File: src/rtl/txdma_pkg.sv
package txdma_pkg;

  typedef enum logic [1:0] {
    CH_IDLE  = 2'd0,
    CH_RUN   = 2'd1,
    CH_DRAIN = 2'd2
  } ch_state_e;

  localparam logic [1:0] MODE_STOP = 2'b00;
  localparam logic [1:0] MODE_EOF  = 2'b01;
  localparam logic [1:0] MODE_RUN  = 2'b10;

  localparam int MODE_HI  = 31;
  localparam int MODE_LO  = 30;
  localparam int DREQ_BIT = 3;

endpackage

File: src/rtl/txdma_qtable.sv
module txdma_qtable #(
  parameter int DEPTH = 16,
  parameter int WIDTH = 28,
  localparam int IW = $clog2(DEPTH)
) (
  input  logic             clk,
  input  logic             rst,
  input  logic             we,
  input  logic [IW-1:0]    waddr,
  input  logic [WIDTH-1:0] wdata,
  input  logic             re,
  input  logic [IW-1:0]    raddr,
  output logic [WIDTH-1:0] rdata
);

  logic [WIDTH-1:0] mem [DEPTH];

  initial begin
    for (int i = 0; i < DEPTH; i++) mem[i] = '0;
  end

  always_ff @(posedge clk) begin
    if (we) mem[waddr] <= wdata;
  end

  always_ff @(posedge clk) begin
    if (rst)     rdata <= '0;
    else if (re) rdata <= mem[raddr];
  end

endmodule

File: src/rtl/txdma_chan.sv
module txdma_chan
  import txdma_pkg::*;
#(
  parameter int DW = 32
) (
  input  logic          clk,
  input  logic          rst,
  input  logic          cfg_we,
  input  logic          cred_we,
  input  logic          bsts_we,
  input  logic [DW-1:0] wdata,
  input  logic          avail,
  input  logic          frame_end,
  output logic [DW-1:0] cfg_rd,
  output logic [DW-1:0] cred_rd,
  output logic [DW-1:0] bsts_rd,
  output logic          req
);

  logic [1:0]    mode_q, mode_n;
  logic          en_q, en_n;
  logic [DW-1:0] cred_q, bsts_q;
  ch_state_e     state_q, state_n;
  logic          req_q, req_n;

  always_comb begin
    mode_n = cfg_we ? wdata[MODE_HI:MODE_LO] : mode_q;
    en_n   = cfg_we ? wdata[DREQ_BIT] : en_q;
    case (mode_n)
      MODE_RUN: state_n = CH_RUN;
      MODE_EOF: state_n = (state_q == CH_IDLE || frame_end) ? CH_IDLE : CH_DRAIN;
      default:  state_n = CH_IDLE;
    endcase
    req_n = (state_n != CH_IDLE) && en_n && avail;
  end

  always_ff @(posedge clk) begin
    if (rst) begin
      mode_q  <= MODE_STOP;
      en_q    <= 1'b0;
      cred_q  <= '0;
      bsts_q  <= '0;
      state_q <= CH_IDLE;
      req_q   <= 1'b0;
    end else begin
      mode_q  <= mode_n;
      en_q    <= en_n;
      state_q <= state_n;
      req_q   <= req_n;
      if (cred_we) cred_q <= wdata;
      if (bsts_we) bsts_q <= wdata;
    end
  end

  always_comb begin
    cfg_rd                  = '0;
    cfg_rd[MODE_HI:MODE_LO] = mode_q;
    cfg_rd[DREQ_BIT]        = en_q;
  end
  assign cred_rd = cred_q;
  assign bsts_rd = bsts_q;
  assign req     = req_q;

  assert_req_qualified_R5: assert property (@(posedge clk) disable iff (rst)
    req_q |-> (en_q && state_q != CH_IDLE));

  assert_stop_drops_req_R6: assert property (@(posedge clk) disable iff (rst)
    (cfg_we && wdata[MODE_HI:MODE_LO] != MODE_RUN && wdata[MODE_HI:MODE_LO] != MODE_EOF)
      |=> !req_q);

  assert_eof_stops_R7: assert property (@(posedge clk) disable iff (rst)
    (state_q == CH_DRAIN && frame_end && !cfg_we) |=> (state_q == CH_IDLE && !req_q));

  assert_idle_stays_R8: assert property (@(posedge clk) disable iff (rst)
    (state_q == CH_IDLE && !cfg_we) |=> (state_q == CH_IDLE && !req_q));

endmodule

File: src/rtl/txdma_regs.sv
module txdma_regs #(
  parameter int NUM_CH    = 8,
  parameter int NUM_Q     = 16,
  parameter int AW        = 12,
  parameter int DW        = 32,
  parameter int QPTR_W    = 28,
  parameter int QBASE     = 'h000,
  parameter int CHBASE    = 'h100,
  parameter int CH_STRIDE = 32,
  parameter int STAT_ADDR = 'h200
) (
  input  logic              clk,
  input  logic              rst,
  input  logic              bus_wr,
  input  logic              bus_rd,
  input  logic [AW-1:0]     bus_addr,
  input  logic [DW-1:0]     bus_wdata,
  output logic [DW-1:0]     bus_rdata,
  output logic              bus_rvalid,
  input  logic [NUM_CH-1:0] ch_avail,
  input  logic [NUM_CH-1:0] ch_frame_end,
  input  logic [NUM_CH-1:0] ch_bufs_empty,
  input  logic [NUM_CH-1:0] ch_no_pend,
  output logic [NUM_CH-1:0] ch_req
);

  localparam int QIW = $clog2(NUM_Q);
  localparam int CHW = (NUM_CH > 1) ? $clog2(NUM_CH) : 1;
  localparam int SW  = $clog2(CH_STRIDE);
  localparam logic [AW-1:0] QBASE_A  = AW'(QBASE);
  localparam logic [AW-1:0] QSPAN_A  = AW'(NUM_Q * 4);
  localparam logic [AW-1:0] CHBASE_A = AW'(CHBASE);
  localparam logic [AW-1:0] CHSPAN_A = AW'(NUM_CH * CH_STRIDE);
  localparam logic [AW-1:0] STAT_A   = AW'(STAT_ADDR);

  // decode
  logic [AW-1:0]   q_off, ch_off;
  logic            q_hit, ch_hit, stat_hit, chreg_ok;
  logic [QIW-1:0]  q_idx;
  logic [CHW-1:0]  ch_idx;
  logic [SW-3:0]   rsel;

  always_comb begin
    q_off    = bus_addr - QBASE_A;
    ch_off   = bus_addr - CHBASE_A;
    q_hit    = q_off < QSPAN_A;
    ch_hit   = ch_off < CHSPAN_A;
    stat_hit = bus_addr[AW-1:2] == STAT_A[AW-1:2];
    q_idx    = q_off[QIW+1:2];
    ch_idx   = ch_off[SW +: CHW];
    rsel     = ch_off[SW-1:2];
    chreg_ok = ch_hit && rsel < 3;
  end

  logic unused_addr_bits;
  assign unused_addr_bits = ^{q_off[1:0], ch_off[1:0]};

  // queue base pointer table
  logic [QPTR_W-1:0] qt_rdata;

  txdma_qtable #(.DEPTH(NUM_Q), .WIDTH(QPTR_W)) u_qtable (
    .clk   (clk),
    .rst   (rst),
    .we    (bus_wr && q_hit),
    .waddr (q_idx),
    .wdata (bus_wdata[QPTR_W-1:0]),
    .re    (bus_rd && q_hit),
    .raddr (q_idx),
    .rdata (qt_rdata)
  );

  // channels
  logic [DW-1:0] cfg_rd  [NUM_CH];
  logic [DW-1:0] cred_rd [NUM_CH];
  logic [DW-1:0] bsts_rd [NUM_CH];

  for (genvar c = 0; c < NUM_CH; c++) begin : g_ch
    logic sel_c;
    assign sel_c = bus_wr && ch_hit && (ch_idx == CHW'(c));

    txdma_chan #(.DW(DW)) u_chan (
      .clk       (clk),
      .rst       (rst),
      .cfg_we    (sel_c && rsel == 0),
      .cred_we   (sel_c && rsel == 1),
      .bsts_we   (sel_c && rsel == 2),
      .wdata     (bus_wdata),
      .avail     (ch_avail[c]),
      .frame_end (ch_frame_end[c]),
      .cfg_rd    (cfg_rd[c]),
      .cred_rd   (cred_rd[c]),
      .bsts_rd   (bsts_rd[c]),
      .req       (ch_req[c])
    );
  end

  // shared status word
  logic [DW-1:0] stat_word;
  always_comb begin
    stat_word = '0;
    stat_word[24 +: NUM_CH] = ch_bufs_empty;
    stat_word[16 +: NUM_CH] = ch_no_pend;
  end

  // read path
  logic [DW-1:0] reg_rdata_q;
  logic          q_sel_q, rvalid_q;

  always_ff @(posedge clk) begin
    if (rst) begin
      reg_rdata_q <= '0;
      q_sel_q     <= 1'b0;
      rvalid_q    <= 1'b0;
    end else begin
      rvalid_q <= bus_rd;
      q_sel_q  <= bus_rd && q_hit;
      if (bus_rd) begin
        if (chreg_ok) begin
          case (rsel)
            0:       reg_rdata_q <= cfg_rd[ch_idx];
            1:       reg_rdata_q <= cred_rd[ch_idx];
            default: reg_rdata_q <= bsts_rd[ch_idx];
          endcase
        end else if (stat_hit) begin
          reg_rdata_q <= stat_word;
        end else begin
          reg_rdata_q <= '0;
        end
      end
    end
  end

  assign bus_rdata  = q_sel_q ? {{(DW-QPTR_W){1'b0}}, qt_rdata} : reg_rdata_q;
  assign bus_rvalid = rvalid_q;

  assert_rvalid_follows_rd_R4: assert property (@(posedge clk) disable iff (rst)
    bus_rd |=> bus_rvalid);

  assert_unmapped_reads_zero_R4: assert property (@(posedge clk) disable iff (rst)
    (bus_rd && !q_hit && !chreg_ok && !stat_hit) |=> (bus_rdata == '0));

  assert_qptr_upper_zero_R1: assert property (@(posedge clk) disable iff (rst)
    (bus_rd && q_hit) |=> (bus_rdata[DW-1:QPTR_W] == '0));

  assert_reset_quiet_R10: assert property (@(posedge clk)
    rst |=> (!bus_rvalid && ch_req == '0));

endmodule

File: config.mk
export PLATFORM = sky130hd
export DESIGN_NAME = txdma_regs
export DESIGN_NICKNAME = d
export VERILOG_FILES = /design/src/rtl/txdma_pkg.sv /design/src/rtl/txdma_qtable.sv /design/src/rtl/txdma_chan.sv /design/src/rtl/txdma_regs.sv
export SDC_FILE = /design/constraint.sdc
export NUM_CORES = 2
export LEC_CHECK = 0
export BUFFER_PORTS_ARGS = -buffer_cell sky130_fd_sc_hd__buf_2
export CAP_MARGIN = 20
export CELL_PAD_IN_SITES_DETAIL_PLACEMENT = 2
export CELL_PAD_IN_SITES_GLOBAL_PLACEMENT = 2
export CORE_UTILIZATION = 30
export DETAILED_ROUTE_END_ITERATION = 8
export GPL_TIMING_DRIVEN = 0
export PLACE_DENSITY = 0.64
export SLEW_MARGIN = 30
export SYNTH_ARGS = -nofsm -noshare
export SYNTH_HDL_FRONTEND = slang
export SYNTH_HIERARCHICAL = 1
export SYNTH_SLANG_ARGS = --single-unit
export TNS_END_PERCENT = 50
File: constraint.sdc
create_clock -name clk -period 9.5 [get_ports clk]
set_input_delay 1.9 -clock clk [delete_from_list [all_inputs] [get_ports clk]]
set_output_delay 1.9 -clock clk [all_outputs]
set_load 0.01 [all_outputs]
==> flow_summary.ini <==
[placement]
place_congestion = 0.813
dpl.cell_count = 6183
port_buffers = 117
dp_hpwl_um = 125000

[synth]
ys_seq_elements = 1070
yosys_most_used_dff = dfxtp_1
synth-edff-count = 448
syn_area_um2 = 47600
avgSynthCellArea_um2 = 12.7
synthArstFlopShare = 0
syn_inst = 3750
synth-seq-area-share = 0.545
ys_types = 61
ys_warn_count = 6

[power]
pwr-share-seq = 0.462
powerDensity_nw_per_um2 = 184
vdd_drop_max_uv = 149
p_switching_uw = 2460
combPwrFrac = 0.065
p_int_uw = 7920
swShare = 0.237
p_leak_uw = 0.0205
power.share.clock = 0.473

[die]
dieWidth_um = 400
coreArea_um2 = 157000
dieArea_um2 = 160000
rows = 145
die_h_um = 400
start_util = 0.303
ios = 121

[global_routing]
grt_pass1_vias = 34639
grt_max_degree = 41
track_usage = 0.219
grt_pass1_wl_um = 253000
overflow = 0
antenna_found_initial = 15

[timing]
rsz0062_at_grt = no
tns_ps = 0
setup_viol = 0
hold_violations = 0
slew_violations = 0
clock_skew_ps = 53.6
finalCritPeriodShare = 0.524
tightest_slew_ps = 1090
timing.slew.headroom = 0.271
fin_crit_ps = 4980
fmax_mhz = 201

[finish]
layout.nets = 4326
fillCellCount = 16368
final_cell_mix = mux2i_1 (779), dfxtp_1 (622), nor2_1 (606), edfxtp_1 (448), buf_4 (319)
drive_gt1_frac = 0.241
fin_cells = 6409
area_growth_pct = 18.6
layout_commonest_cell = mux2i_1
fin_util = 0.360

[clock_network]
cts_made_buffers = 118
cts_setup_buffers = 0
cts_tree = done
clock-root-buffer = clkbuf_16
cts_resized = 0
cts.sink_count = 1070
hold_buffers = 0
clockBufferDepth = 3
cts.htree.levels = 3
path_clk_slew_ps = 60
insertion_delay_ps = 770

[critical_path]
end_kind = flip-flop
worstPathArrival_ps = 5430
critPathMaxFanout = 10
cp-start-kind = input pin
worstPathRequired_ps = 9950
path_class = in -> reg

[route]
firstDrtPassIters = 5
ant_nets = 0
postRouteWirelength_um = 178000
vias = 31874
drc_errors = 0
drt_iter0_drc = 1951
drt-vias-per-instance = 4.97
wl_per_cell_um = 27.7

[worst_hold_path]
hp-class = reg -> reg

[job]
drv_cap = 0

[status]
status = completed
## flip-flops by register name, indices dropped and copies added (netlist names)
register / flops
u_qtable/rdata: 28
g_ch.u_chan/cred_rd: 256
reg_rdata_q: 32
u_qtable/mem: 448
g_ch.u_chan/bsts_rd: 256
g_ch.u_chan/mode_q: 16
q_sel_q: 1
g_ch.u_chan/en_q: 8
g_ch.u_chan/req: 8
g_ch.u_chan/state_q: 16
bus_rvalid: 1
## kinds of logic (layout without fill, tap and decap cells)
group	Yosys count	count (layout)	synth area share
other	8	234	0.000631
buffers and inverters	503	878	0.0699
DFF	1070	1070	0.545
muxes	1020	1020	0.266
and+or+nand+nor	895	895	0.0799
AOI/OAI and AO/OA	254	254	0.0391
## power by group through the flow
| stage | Clock [uW] | Combinational [uW] | Sequential, uW |
|---|---|---|---|
| 2_1_floorplan | 0 | 359 | 4890 |
| 3_3_place_gp | 0 | 651 | 4890 |
| 3_5_place_dp | 0 | 660 | 4890 |
| 4_1_cts | 5010 | 663 | 4790 |
| 5_1_grt | 5170 | 709 | 4790 |
| 6_report | 4910 | 672 | 4790 |
## layer usage
layer  GRT usage  vias to the layer above  wire length, um
met4      0.0556                       10             4420
li1            -                    14199                -
met3      0.0252                      223             5170
met5           0                        -               74
met2       0.389                      547            89700
met1       0.280                    16895            78300
## final cells by class
class | count | area (um^2) | share of cell area
flip-flops and latches | 1070 | 25900 | 0.459
diodes | 2 | 5.00 | 0.0000887
multi-input cells | 2401 | 19300 | 0.343
well taps | 2058 | 2570 | 0.0456
clock buffers | 174 | 3450 | 0.0612
clock inverters | 49 | 692 | 0.0123
inverters | 4 | 15.0 | 0.000266
repair buffers | 152 | 1120 | 0.0199
plain buffers | 499 | 3320 | 0.0588
## final timing paths
path	startpoint	end	slack [ps]	cells after the start
worst min register to register	reg_rdata_q[25]	reg_rdata_q[25]	480	2
worst max register to register	g_ch[7].u_chan/mode_q[0]	reg_rdata_q[30]	7380	5
worst max-delay path	bus_addr[6]	u_qtable/mem[0][6]	4520	11
worst min-delay path	reg_rdata_q[25]	reg_rdata_q[25]	480	2
## synthesized netlist by cell type (4+ instances only)
master / instances / area share
buf_6: 19 / 0.0045
a221oi_1: 11 / 0.0020
nand3_1: 87 / 0.0092
buf_4: 303 / 0.048
nor3_1: 9 / 0.00095
nor2_1: 620 / 0.049
inv_1: 4 / 0.00032
edfxtp_1: 448 / 0.28
buf_1: 13 / 0.0010
a21oi_1: 36 / 0.0038
a22oi_1: 87 / 0.014
mux4_2: 190 / 0.090
buf_2: 82 / 0.0086
mux2_2: 51 / 0.012
and2_1: 28 / 0.0037
o2111a_1: 8 / 0.0019
clkbuf_4: 4 / 0.00063
nand2_1: 96 / 0.0076
a31oi_1: 12 / 0.0016
conb_1: 8 / 0.00063
clkbuf_1: 75 / 0.0059
nor2b_1: 16 / 0.0021
and2_2: 8 / 0.0013
a22o_1: 10 / 0.0018
o22ai_1: 17 / 0.0022
a211oi_1: 16 / 0.0025
o22a_1: 8 / 0.0015
o21ai_0: 11 / 0.0012
nor3b_2: 9 / 0.0024
o31ai_1: 14 / 0.0022
mux2i_1: 779 / 0.16
dfxtp_1: 622 / 0.26
## stage by stage
step                worst slack (ps)  total power (uW)  hold slack, ps  cell area, um^2
floorplan                       3750              5250             420            48400
global placement                 461              5540             431            51600
detailed placement              3780              5550             470            52200
CTS                             4590             10500             483            56400
global route                    4450             10700             507            56400
finish                          4520             10400             484            56400
## critical path, stage by stage
cell	delay [ps]
buf_2	190
buf_2	240
buf_2	300
buf_1	410
nor3_1	340
and2_1	300
or3b_1	540
nor3_2	480
buf_4	290
buf_4	200
buf_4	190
Power figures use the tool's default switching activity.
